--- src/rtl/tw_eeprom_pkg.sv ---
package tw_eeprom_pkg;

  // Controller states
  typedef enum logic [2:0] {
    ST_IDLE   = 3'd0,
    ST_OPCODE = 3'd1,
    ST_WDATA  = 3'd2,
    ST_RDATA  = 3'd3,
    ST_HOLD   = 3'd4
  } tw_state_e;

  // Two-bit command codes carried in the top of the command field
  localparam logic [1:0] CMD_SPECIAL = 2'b00;
  localparam logic [1:0] CMD_WRITE   = 2'b01;
  localparam logic [1:0] CMD_READ    = 2'b10;
  localparam logic [1:0] CMD_ERASE   = 2'b11;

  // Sub-codes of a special command (top two address bits)
  localparam logic [1:0] SUB_WRALL   = 2'b01;
  localparam logic [1:0] SUB_ERALL   = 2'b10;

endpackage

--- src/rtl/tw_input_sync.sv ---
module tw_input_sync #(
  parameter int WIDTH  = 3,
  parameter int STAGES = 2
) (
  input  logic             clk,
  input  logic             rst,
  input  logic [WIDTH-1:0] async_in,
  output logic [WIDTH-1:0] sync_q
);

  // One independent flop chain per input bit
  for (genvar b = 0; b < WIDTH; b++) begin : g_bit
    logic [STAGES-1:0] chain;
    always_ff @(posedge clk) begin
      if (rst) chain <= '0;
      else     chain <= {chain[STAGES-2:0], async_in[b]};
    end
    assign sync_q[b] = chain[STAGES-1];
  end

endmodule

--- src/rtl/tw_edge_detect.sv ---
module tw_edge_detect (
  input  logic clk,
  input  logic rst,
  input  logic cs_s,
  input  logic sck_s,
  output logic sck_rise,
  output logic cs_fall
);

  logic cs_prev;
  logic sck_prev;

  always_ff @(posedge clk) begin
    if (rst) begin
      cs_prev  <= 1'b0;
      sck_prev <= 1'b0;
    end else begin
      cs_prev  <= cs_s;
      sck_prev <= sck_s;
    end
  end

  assign sck_rise = sck_s & ~sck_prev;
  assign cs_fall  = cs_prev & ~cs_s;

endmodule

--- src/rtl/tw_word_array.sv ---
module tw_word_array #(
  parameter int ADDR_W = 6,
  parameter int DATA_W = 16
) (
  input  logic              clk,
  input  logic              rst,
  input  logic              wr_one,
  input  logic              wr_all,
  input  logic [ADDR_W-1:0] wr_addr,
  input  logic [DATA_W-1:0] wr_data,
  input  logic [ADDR_W-1:0] rd_addr,
  output logic [DATA_W-1:0] rd_data
);

  localparam int DEPTH = 1 << ADDR_W;

  logic [DATA_W-1:0] mem [DEPTH];

  // Flop array: a single-cycle fill of every word rules out block RAM
  always_ff @(posedge clk) begin
    if (rst) begin
      for (int i = 0; i < DEPTH; i++) mem[i] <= '1;
    end else begin
      for (int i = 0; i < DEPTH; i++) begin
        if (wr_all || (wr_one && (wr_addr == ADDR_W'(i)))) mem[i] <= wr_data;
      end
    end
  end

  assign rd_data = mem[rd_addr];

endmodule

--- src/rtl/tw_cmd_fsm.sv ---
module tw_cmd_fsm
  import tw_eeprom_pkg::*;
#(
  parameter int ADDR_W = 6,
  parameter int DATA_W = 16
) (
  input  logic              clk,
  input  logic              rst,
  input  logic              sck_rise,
  input  logic              cs_fall,
  input  logic              cs_on,
  input  logic              sdi,
  input  logic [DATA_W-1:0] rd_data,
  output logic [ADDR_W-1:0] rd_addr,
  output logic              wr_one,
  output logic              wr_all,
  output logic [ADDR_W-1:0] wr_addr,
  output logic [DATA_W-1:0] wr_data,
  output logic              sdo,
  output tw_state_e         state_o,
  output logic              wen_o
);

  localparam int OPC_W   = ADDR_W + 2;
  localparam int CNT_MAX = (DATA_W > OPC_W) ? DATA_W : OPC_W;
  localparam int CNT_W   = $clog2(CNT_MAX);

  tw_state_e         state_q, state_n;
  logic [OPC_W-1:0]  opc_q, opc_n;
  logic [CNT_W-1:0]  cnt_q, cnt_n;
  logic [DATA_W-1:0] shr_q, shr_n;
  logic [ADDR_W-1:0] addr_q, addr_n;
  logic              sdo_q, sdo_n;
  logic              wen_q, wen_n;

  logic [OPC_W-1:0]  opc_shift;
  logic [DATA_W-1:0] dat_shift;
  logic [1:0]        cmd;
  logic [1:0]        sub;
  logic [CNT_W-1:0]  bit_sel;

  assign opc_shift = {opc_q[OPC_W-2:0], sdi};
  assign dat_shift = {shr_q[DATA_W-2:0], sdi};
  assign cmd       = opc_shift[OPC_W-1 -: 2];
  assign sub       = opc_shift[ADDR_W-1 -: 2];
  assign bit_sel   = CNT_W'(DATA_W - 1) - cnt_q;

  always_comb begin
    state_n = state_q;
    opc_n   = opc_q;
    cnt_n   = cnt_q;
    shr_n   = shr_q;
    addr_n  = addr_q;
    sdo_n   = sdo_q;
    wen_n   = wen_q;
    wr_one  = 1'b0;
    wr_all  = 1'b0;
    wr_addr = opc_q[ADDR_W-1:0];
    wr_data = shr_q;

    if (cs_fall) begin
      state_n = ST_IDLE;
      sdo_n   = 1'b1;
    end else if (cs_on && sck_rise) begin
      unique case (state_q)
        ST_IDLE: begin
          if (sdi) begin
            state_n = ST_OPCODE;
            opc_n   = '0;
            cnt_n   = '0;
          end
        end

        ST_OPCODE: begin
          opc_n = opc_shift;
          cnt_n = cnt_q + CNT_W'(1);
          if (cnt_q == CNT_W'(OPC_W - 1)) begin
            cnt_n = '0;
            unique case (cmd)
              CMD_WRITE: begin
                state_n = ST_WDATA;
                shr_n   = '0;
              end
              CMD_READ: begin
                state_n = ST_RDATA;
                addr_n  = opc_shift[ADDR_W-1:0];
                sdo_n   = 1'b0;
              end
              CMD_ERASE: begin
                wr_one  = wen_q;
                wr_addr = opc_shift[ADDR_W-1:0];
                wr_data = '1;
                state_n = ST_HOLD;
              end
              default: begin
                if (sub == SUB_WRALL) begin
                  state_n = ST_WDATA;
                  shr_n   = '0;
                end else if (sub == SUB_ERALL) begin
                  wr_all  = wen_q;
                  wr_data = '1;
                  state_n = ST_HOLD;
                end else begin
                  wen_n   = sub[0];
                  state_n = ST_HOLD;
                end
              end
            endcase
          end
        end

        ST_WDATA: begin
          shr_n = dat_shift;
          cnt_n = cnt_q + CNT_W'(1);
          if (cnt_q == CNT_W'(DATA_W - 1)) begin
            wr_data = dat_shift;
            if (opc_q[OPC_W-2]) wr_one = wen_q;
            else                wr_all = wen_q;
            state_n = ST_HOLD;
          end
        end

        ST_RDATA: begin
          sdo_n = rd_data[bit_sel];
          cnt_n = cnt_q + CNT_W'(1);
          if (cnt_q == CNT_W'(DATA_W - 1)) begin
            cnt_n  = '0;
            addr_n = addr_q + ADDR_W'(1);
          end
        end

        default: ;
      endcase
    end
  end

  always_ff @(posedge clk) begin
    if (rst) begin
      state_q <= ST_IDLE;
      opc_q   <= '0;
      cnt_q   <= '0;
      shr_q   <= '0;
      addr_q  <= '0;
      sdo_q   <= 1'b1;
      wen_q   <= 1'b0;
    end else begin
      state_q <= state_n;
      opc_q   <= opc_n;
      cnt_q   <= cnt_n;
      shr_q   <= shr_n;
      addr_q  <= addr_n;
      sdo_q   <= sdo_n;
      wen_q   <= wen_n;
    end
  end

  assign rd_addr = addr_q;
  assign sdo     = sdo_q;
  assign state_o = state_q;
  assign wen_o   = wen_q;

endmodule

--- src/rtl/tw_eeprom_slave.sv ---
module tw_eeprom_slave
  import tw_eeprom_pkg::*;
#(
  parameter int ADDR_W      = 6,
  parameter int DATA_W      = 16,
  parameter int SYNC_STAGES = 2
) (
  input  logic clk,
  input  logic rst,
  input  logic cs_i,
  input  logic sck_i,
  input  logic sdi_i,
  output logic sdo_o
);

  logic [2:0]        pins_s;
  logic              cs_s, sck_s, sdi_s;
  logic              sck_rise, cs_fall;
  logic              wr_one, wr_all;
  logic [ADDR_W-1:0] wr_addr, rd_addr;
  logic [DATA_W-1:0] wr_data, rd_data;
  tw_state_e         fsm_state;
  logic              wen_state;

  tw_input_sync #(.WIDTH(3), .STAGES(SYNC_STAGES)) u_sync (
    .clk      (clk),
    .rst      (rst),
    .async_in ({cs_i, sck_i, sdi_i}),
    .sync_q   (pins_s)
  );

  assign cs_s  = pins_s[2];
  assign sck_s = pins_s[1];
  assign sdi_s = pins_s[0];

  tw_edge_detect u_edge (
    .clk      (clk),
    .rst      (rst),
    .cs_s     (cs_s),
    .sck_s    (sck_s),
    .sck_rise (sck_rise),
    .cs_fall  (cs_fall)
  );

  tw_cmd_fsm #(.ADDR_W(ADDR_W), .DATA_W(DATA_W)) u_fsm (
    .clk      (clk),
    .rst      (rst),
    .sck_rise (sck_rise),
    .cs_fall  (cs_fall),
    .cs_on    (cs_s),
    .sdi      (sdi_s),
    .rd_data  (rd_data),
    .rd_addr  (rd_addr),
    .wr_one   (wr_one),
    .wr_all   (wr_all),
    .wr_addr  (wr_addr),
    .wr_data  (wr_data),
    .sdo      (sdo_o),
    .state_o  (fsm_state),
    .wen_o    (wen_state)
  );

  tw_word_array #(.ADDR_W(ADDR_W), .DATA_W(DATA_W)) u_array (
    .clk     (clk),
    .rst     (rst),
    .wr_one  (wr_one),
    .wr_all  (wr_all),
    .wr_addr (wr_addr),
    .wr_data (wr_data),
    .rd_addr (rd_addr),
    .rd_data (rd_data)
  );

endmodule

--- config.mk ---
export PLATFORM = sky130hd
export DESIGN_NAME = tw_eeprom_slave
export DESIGN_NICKNAME = d
export VERILOG_FILES = /design/src/rtl/tw_eeprom_pkg.sv /design/src/rtl/tw_input_sync.sv /design/src/rtl/tw_edge_detect.sv /design/src/rtl/tw_word_array.sv /design/src/rtl/tw_cmd_fsm.sv /design/src/rtl/tw_eeprom_slave.sv
export SDC_FILE = /design/constraint.sdc
export NUM_CORES = 1
export LEC_CHECK = 0
export BUFFER_PORTS_ARGS = -buffer_cell sky130_fd_sc_hd__buf_2
export CAP_MARGIN = 5
export CORE_ASPECT_RATIO = 1.1
export CORE_MARGIN = 2
export CORE_UTILIZATION = 33
export DETAILED_ROUTE_END_ITERATION = 7
export SKIP_CTS_REPAIR_TIMING = 1
export SYNTH_ARGS = -nofsm -noshare
export SYNTH_HDL_FRONTEND = slang
export SYNTH_SLANG_ARGS = --single-unit
--- constraint.sdc ---
create_clock -name clk -period 3.94 [get_ports clk]
set_input_delay 0.591 -clock clk [delete_from_list [all_inputs] [get_ports clk]]
set_output_delay 0.591 -clock clk [all_outputs]
set_load 0.05 [all_outputs]
## After elaboration in Yosys (flattened, before gate mapping)

Memory sizes are Yosys's and may differ from the RTL's. A register that Yosys moved wholly into a read port is not among the register bits.
Cells that the tools add are included.

| word-level totals | value |
|---|---|
| ROM bits | 0 |
| input bits | 5 |
| word-level logic and storage cells | 630 |
| output and inout port bits | 1 |
| bits in latches | 0 |
| register bits after elaboration | 46 |
| memory bits (writable) | 1,024 |
| memories kept | 1 |

Memory list:

| memory | depth | width | rd ports | clocked after Yosys merged registers in | wr ports | line | text |
|---|---|---|---|---|---|---|---|
| u_array.mem | 64 | 16 | 1 | 1 | 64 | tw_word_array.sv:17 | `logic [DATA_W-1:0] mem [DEPTH];` |

| operators by class | value |
|---|---|
| mux-type cells | 314 |
| multiply operators | 0 |
| $lt $le $gt $ge | 1 |
| divide/modulo/power cells | 0 |
| shift operators | 0 |
| add/sub/neg operators | 3 |
| bitwise operators | 72 |
| reduce and logical (&&, ||, !) cells | 147 |
| eq/ne operators | 80 |

Operator list:

| kind | number |
|---|---|
| $mux 16 | 72 |
| $mux 1 | 211 |
| $eq 6x6->1 const B | 32 |
| $pmux 16 s2 | 4 |
| $eq 6x5->1 const B | 16 |
| $logic_and 1x1->1 | 65 |
| $logic_or 1x1->1 | 64 |
| $or 1x1->1 | 64 |
| $mux 6 | 10 |
| $eq 6x4->1 const B | 8 |
| $eq 6x3->1 const B | 4 |
| $pmux 3 s3 | 2 |
| $pmux 4 s4 | 1 |
| $pmux 7 s2 | 1 |
| $eq 6x2->1 const B | 2 |
| $mux 3 | 4 |
| $mux 4 | 3 |
| $pmux 6 s2 | 1 |
| $reduce_and 4->1 | 3 |
| $reduce_and 6->1 | 2 |
| $ne 2x1->1 const B | 4 |
| $mux 7 | 1 |
| $reduce_and 7->1 | 1 |
| $add 6x1->6 const B | 1 |
| other kinds (24) | 41 |

## Logic depth before layout (Yosys ltp)

| depth | value |
|---|---|
| depth after elaboration | 13 |
| gate-level depth with buffers | 14 |
| gate-level depth less buffers | 9 |

## Hierarchy

A second synthesis with hierarchy kept.

| second synthesis, totals | value |
|---|---|
| cells, all modules | 2,905 |
| area, all modules | 45,387.3 µm² |

By module, submodules not included:

| module | times used | sequential area each (µm²) | area each (µm²) | cells each |
|---|---|---|---|---|
| tw_word_array | 1 | 30,749.5 | 42,609.6 | 2,588 |
| tw_cmd_fsm | 1 | 760.7 | 2,527.4 | 296 |
| tw_input_sync | 1 | 120.1 | 180.2 | 15 |
| tw_edge_detect | 1 | 40.0 | 70.1 | 6 |

## Least setup slack after synthesis

Ideal clock, no wire load.

| timing path | value |
|---|---|
| path kind | register to register |
| start point | register u_fsm.cnt_q[1] |
| end point | memory u_array.mem[34][0] (enable) |
| setup slack | 0.537 ns |
| required time | 3.529 ns |
| cell stages (with the launch flop) | 8 |
| arrival | 2.991 ns |
| period minus slack after synthesis | 3.403 ns |
| setup time | 0.411 ns |
| path buffers | 1 |
| cell sequence | dfxtp_1 > ha_1 > and3b_1 > nand4_2 > mux2i_1 > nand3_1 > clkbuf_1 > o21ai_0 |

RTL lines:

| item | line | text |
|---|---|---|
| from (decl) | tw_cmd_fsm.sv:30 | `logic [CNT_W-1:0] cnt_q, cnt_n;` |
| from (signal assigned) | tw_cmd_fsm.sv:149 | `cnt_q <= cnt_n;` |
| to (decl) | tw_word_array.sv:17 |  |

==> results by group <==
Critical path
  • Setup crit start kind: register
  • FF-to-FF path depth: 10
  • FF-to-FF End: u_array.mem[0][7]$_SDFFCE_PN1P_
  • Critical Path AT: 4110 ps
  • Worst Setup End Kind: register
  • Setup CP Type: register to register
  • Worst EP required: approximately 4400 ps
  • Worst r2r src: u_fsm.opc_q[6]$_SDFFE_PP0P_
  • Worst-path fanout max: 34
  • R2r setup slk: 280 ps

Placed design
  • I/O Buffers: 5
  • Gpl congestion: 0.941
  • Hpwl dp: between 80000 and 90000 um
  • Pre-CTS setup slack: 372 ps
  • Placed Cells: 4673

Power and ir drop
  • Seq pwr share: 53.5%
  • Pwr/cell area: 461 nW/um^2
  • Clock power frac: 43.1%
  • Leakage: approximately 15 nW
  • Internal power: 18.9 mW
  • Switching power: 5.17 mW
  • Switching portion of total power: 21.4%
  • Worst VDD drop: 327 uV
  • Comb power frac: 3.4%

Die
  • Row count: 142
  • Die width: 358 um
  • Io pins: 6
  • Core ar.: approximately 140000 sq um
  • Die area: 141000 sq um
  • Starting Density: 33.3%
  • Floorplan die height: 393 um

Clocking
  • CTS clk-pin slew, worst paths: around 60 ps
  • CTS H-Tree Depth: 3
  • CTS max path bufs: 3
  • Sink Count: 1076
  • Skew-Pair Late Insertion Delay: 700 ps
  • Clock tree from TritonCTS: done
  • Clock Tree Root: clkbuf_16
  • CTS buffer count: 110

Logic synthesis
  • Number of synthesized flops with an enable pin: 1024
  • Cell Area, Synth: ~45000 sq um
  • Top-area cell type share of the netlist area: approximately two thirds
  • Post-synth net total: 2894
  • Post-synthesis sequential area ratio: 70.0%
  • Ranking of synthesized cells by area: edfxtp_1, mux4_2, nand2_1, dfxtp_1, a22oi_1
  • Synth cell types: 73
  • Async SR Flop Fraction: 0%
  • Top FF cell, synth: edfxtp_1
  • Yosys top cell by area: edfxtp_1
  • FF+latch count, synth: 1076
  • Avg Synthesized Cell Area: 15.8 sq um
  • Syn Inst Count: 2880
  • Syn. warnings: 0

Timing
  • Final setup violation count: 0
  • Clk_skew: 19.4 ps
  • Final hold violation count: 0
  • Fmax: 273 MHz
  • Setup TNS: 0 ps
  • Final Cycle Share: 92.9%
  • Hold slack: ~100 ps
  • Slew HR: 25.0%
  • Worst Slack Setup Final: about 280 ps
  • Max Slew Vio Count: 0
  • Unrepaired setup endpoints after global routing: no
  • Slew @ Worst Pin: around 1100 ps
  • Period minus WS final: 3660 ps

Worst hold path
  • Worst hold stages: 2
  • Worst hold start: cs_i
  • Hold crit path type: input pin to register
  • Hold EP: u_sync.g_bit[2].chain[0]$_SDFF_PP0_

Layout
  • # diodes: 0
  • Area delta synth->final: 15.2%
  • Final nets: around 3000
  • Non-filler instance count after layout: 4881
  • Most common cell after layout, fill and taps aside: edfxtp_1
  • Share of layout cells above drive strength 1: 23.9%
  • Most frequent cells in the layout: edfxtp_1, nand2_1, mux4_2

Route
  • Drt pass-1 iters: 6
  • WL final: approximately 130000 um
  • Drc violations: 0
  • ANT nets after route: 0
  • Vias post-DR: 26700
  • Initial DRC count: around 3200
  • Routed vias/inst: roughly 5.5
  • Avg WL per Cell: 27.5 um

Outcome
  • Status: finished, final reports clean

GRT
  • Largest net degree at the start of global routing: 74
  • GRT Resource Usage Total: between 10% and 20%
  • Antenna violations before repair: 1
  • Grt total ovfl: 0
  • Vias in the first global route: 26400
  • Global-route wire length before repair: 193000 um

Run
  • Max_cap viols: 0
[cell type report]
type	instances	area, sq um
fillers	12600	84200
flip-flops and latches	1076	31800
multi-input cells	1555	12500
clock buffers	144	2960
well taps	1800	2250
repair buffers	208	1960
clock inverters	64	612
inverters	34	128
[critical path: stages, from the launching register on]
cell     delay (ps)
dfxtp_1         420
inv_1           120
ha_1            270
and3_1          210
a22o_1          230
nand2_1          90
or2_2           150
nor2b_4         850
buf_4           560
nand2_1         250
buf_12          230
[routing by layer]
| metal | vias to the layer above | global-route usage, % | share of wire (%) |
|---|---|---|---|
| li1 | 11200 | - | - |
| met1 | 14000 | 25.3 | 39 |
| met2 | 1326 | 31.1 | 48 |
| met3 | 235 | 3.50 | 8.5 |
| met4 | 2 | 7.95 | 4.4 |
| met5 | - | 0 | 0.0089 |
[power by group through the flow]
stage               Clock [mW]  Combinational [mW]  Sequential [mW]
finish                    10.4               0.831             12.9
global route              11.0               0.872             12.9
CTS                       10.5               0.840             12.9
detailed placement           0               0.839             13.1
global placement             0               0.828             13.1
floorplan                    0               0.388             13.1
[how the worst max path moves through the flow]
stage	startpoint	endpoint	slack [ps]	cells after the start
2_1_floorplan	u_fsm.cnt_q[1]$_SDFFE_PP0P_	u_array.mem[34][0]$_DFFE_PP_	540	7
3_3_place_gp	u_fsm.opc_q[6]$_SDFFE_PP0P_	u_array.mem[9][0]$_SDFFCE_PN1P_	390	10
3_5_place_dp	u_fsm.opc_q[6]$_SDFFE_PP0P_	u_array.mem[0][4]$_SDFFCE_PN1P_	370	10
4_1_cts	u_fsm.opc_q[6]$_SDFFE_PP0P_	u_array.mem[0][12]$_SDFFCE_PN1P_	330	10
5_1_grt	u_fsm.opc_q[6]$_SDFFE_PP0P_	u_array.mem[0][12]$_SDFFCE_PN1P_	70	10
6_report	u_fsm.opc_q[6]$_SDFFE_PP0P_	u_array.mem[0][7]$_SDFFCE_PN1P_	280	10
[synthesized netlist by cell type, drive strengths merged, types with 10 or more instances]
library cell / n
mux4: 255
a21oi: 82
nor2b: 23
nand2: 752
nand2b: 14
a22o: 10
a211oi: 24
inv: 33
mux2i: 35
nand3: 42
edfxtp: 1024
clkbuf: 95
a22oi: 61
buf: 120
a31oi: 10
o21ai: 52
dfxtp: 52
nor2: 62
[cell families after synthesis]
group           after synthesis  synth area share [%]
mux                         292                  13.5
buf+inv                     249                  2.89
flops                      1076                  70.0
compound gates              294                  4.43
fa+ha+maj                     9                 0.248
simple gates                960                  8.91
[flip-flops by register name, indices dropped and copies added (netlist names), named ones only]
name and count:
u_edge.sck_prev 1, u_edge.cs_prev 1, u_array.mem 1024, u_sync.g_bit.chain 6, u_fsm.wen_o 1, u_fsm.sdo 1
u_fsm.cnt_q 4, u_fsm.shr_q 16, u_fsm.opc_q 7, u_fsm.rd_addr 6, u_fsm.state_o 3
[metrics by stage]
step / cell area (sq um) / total power [mW] / util (%)
floorplan: 45400 / 13.5 / -
finish: 52300 / 24.1 / 38.3
CTS: 52300 / 24.3 / 38.3
global placement: 48700 / 13.9 / 35.7
detailed placement: 48700 / 14.0 / 35.7
global route: 52300 / 24.7 / 38.3
No activity file was read; power rests on OpenSTA's default activity.
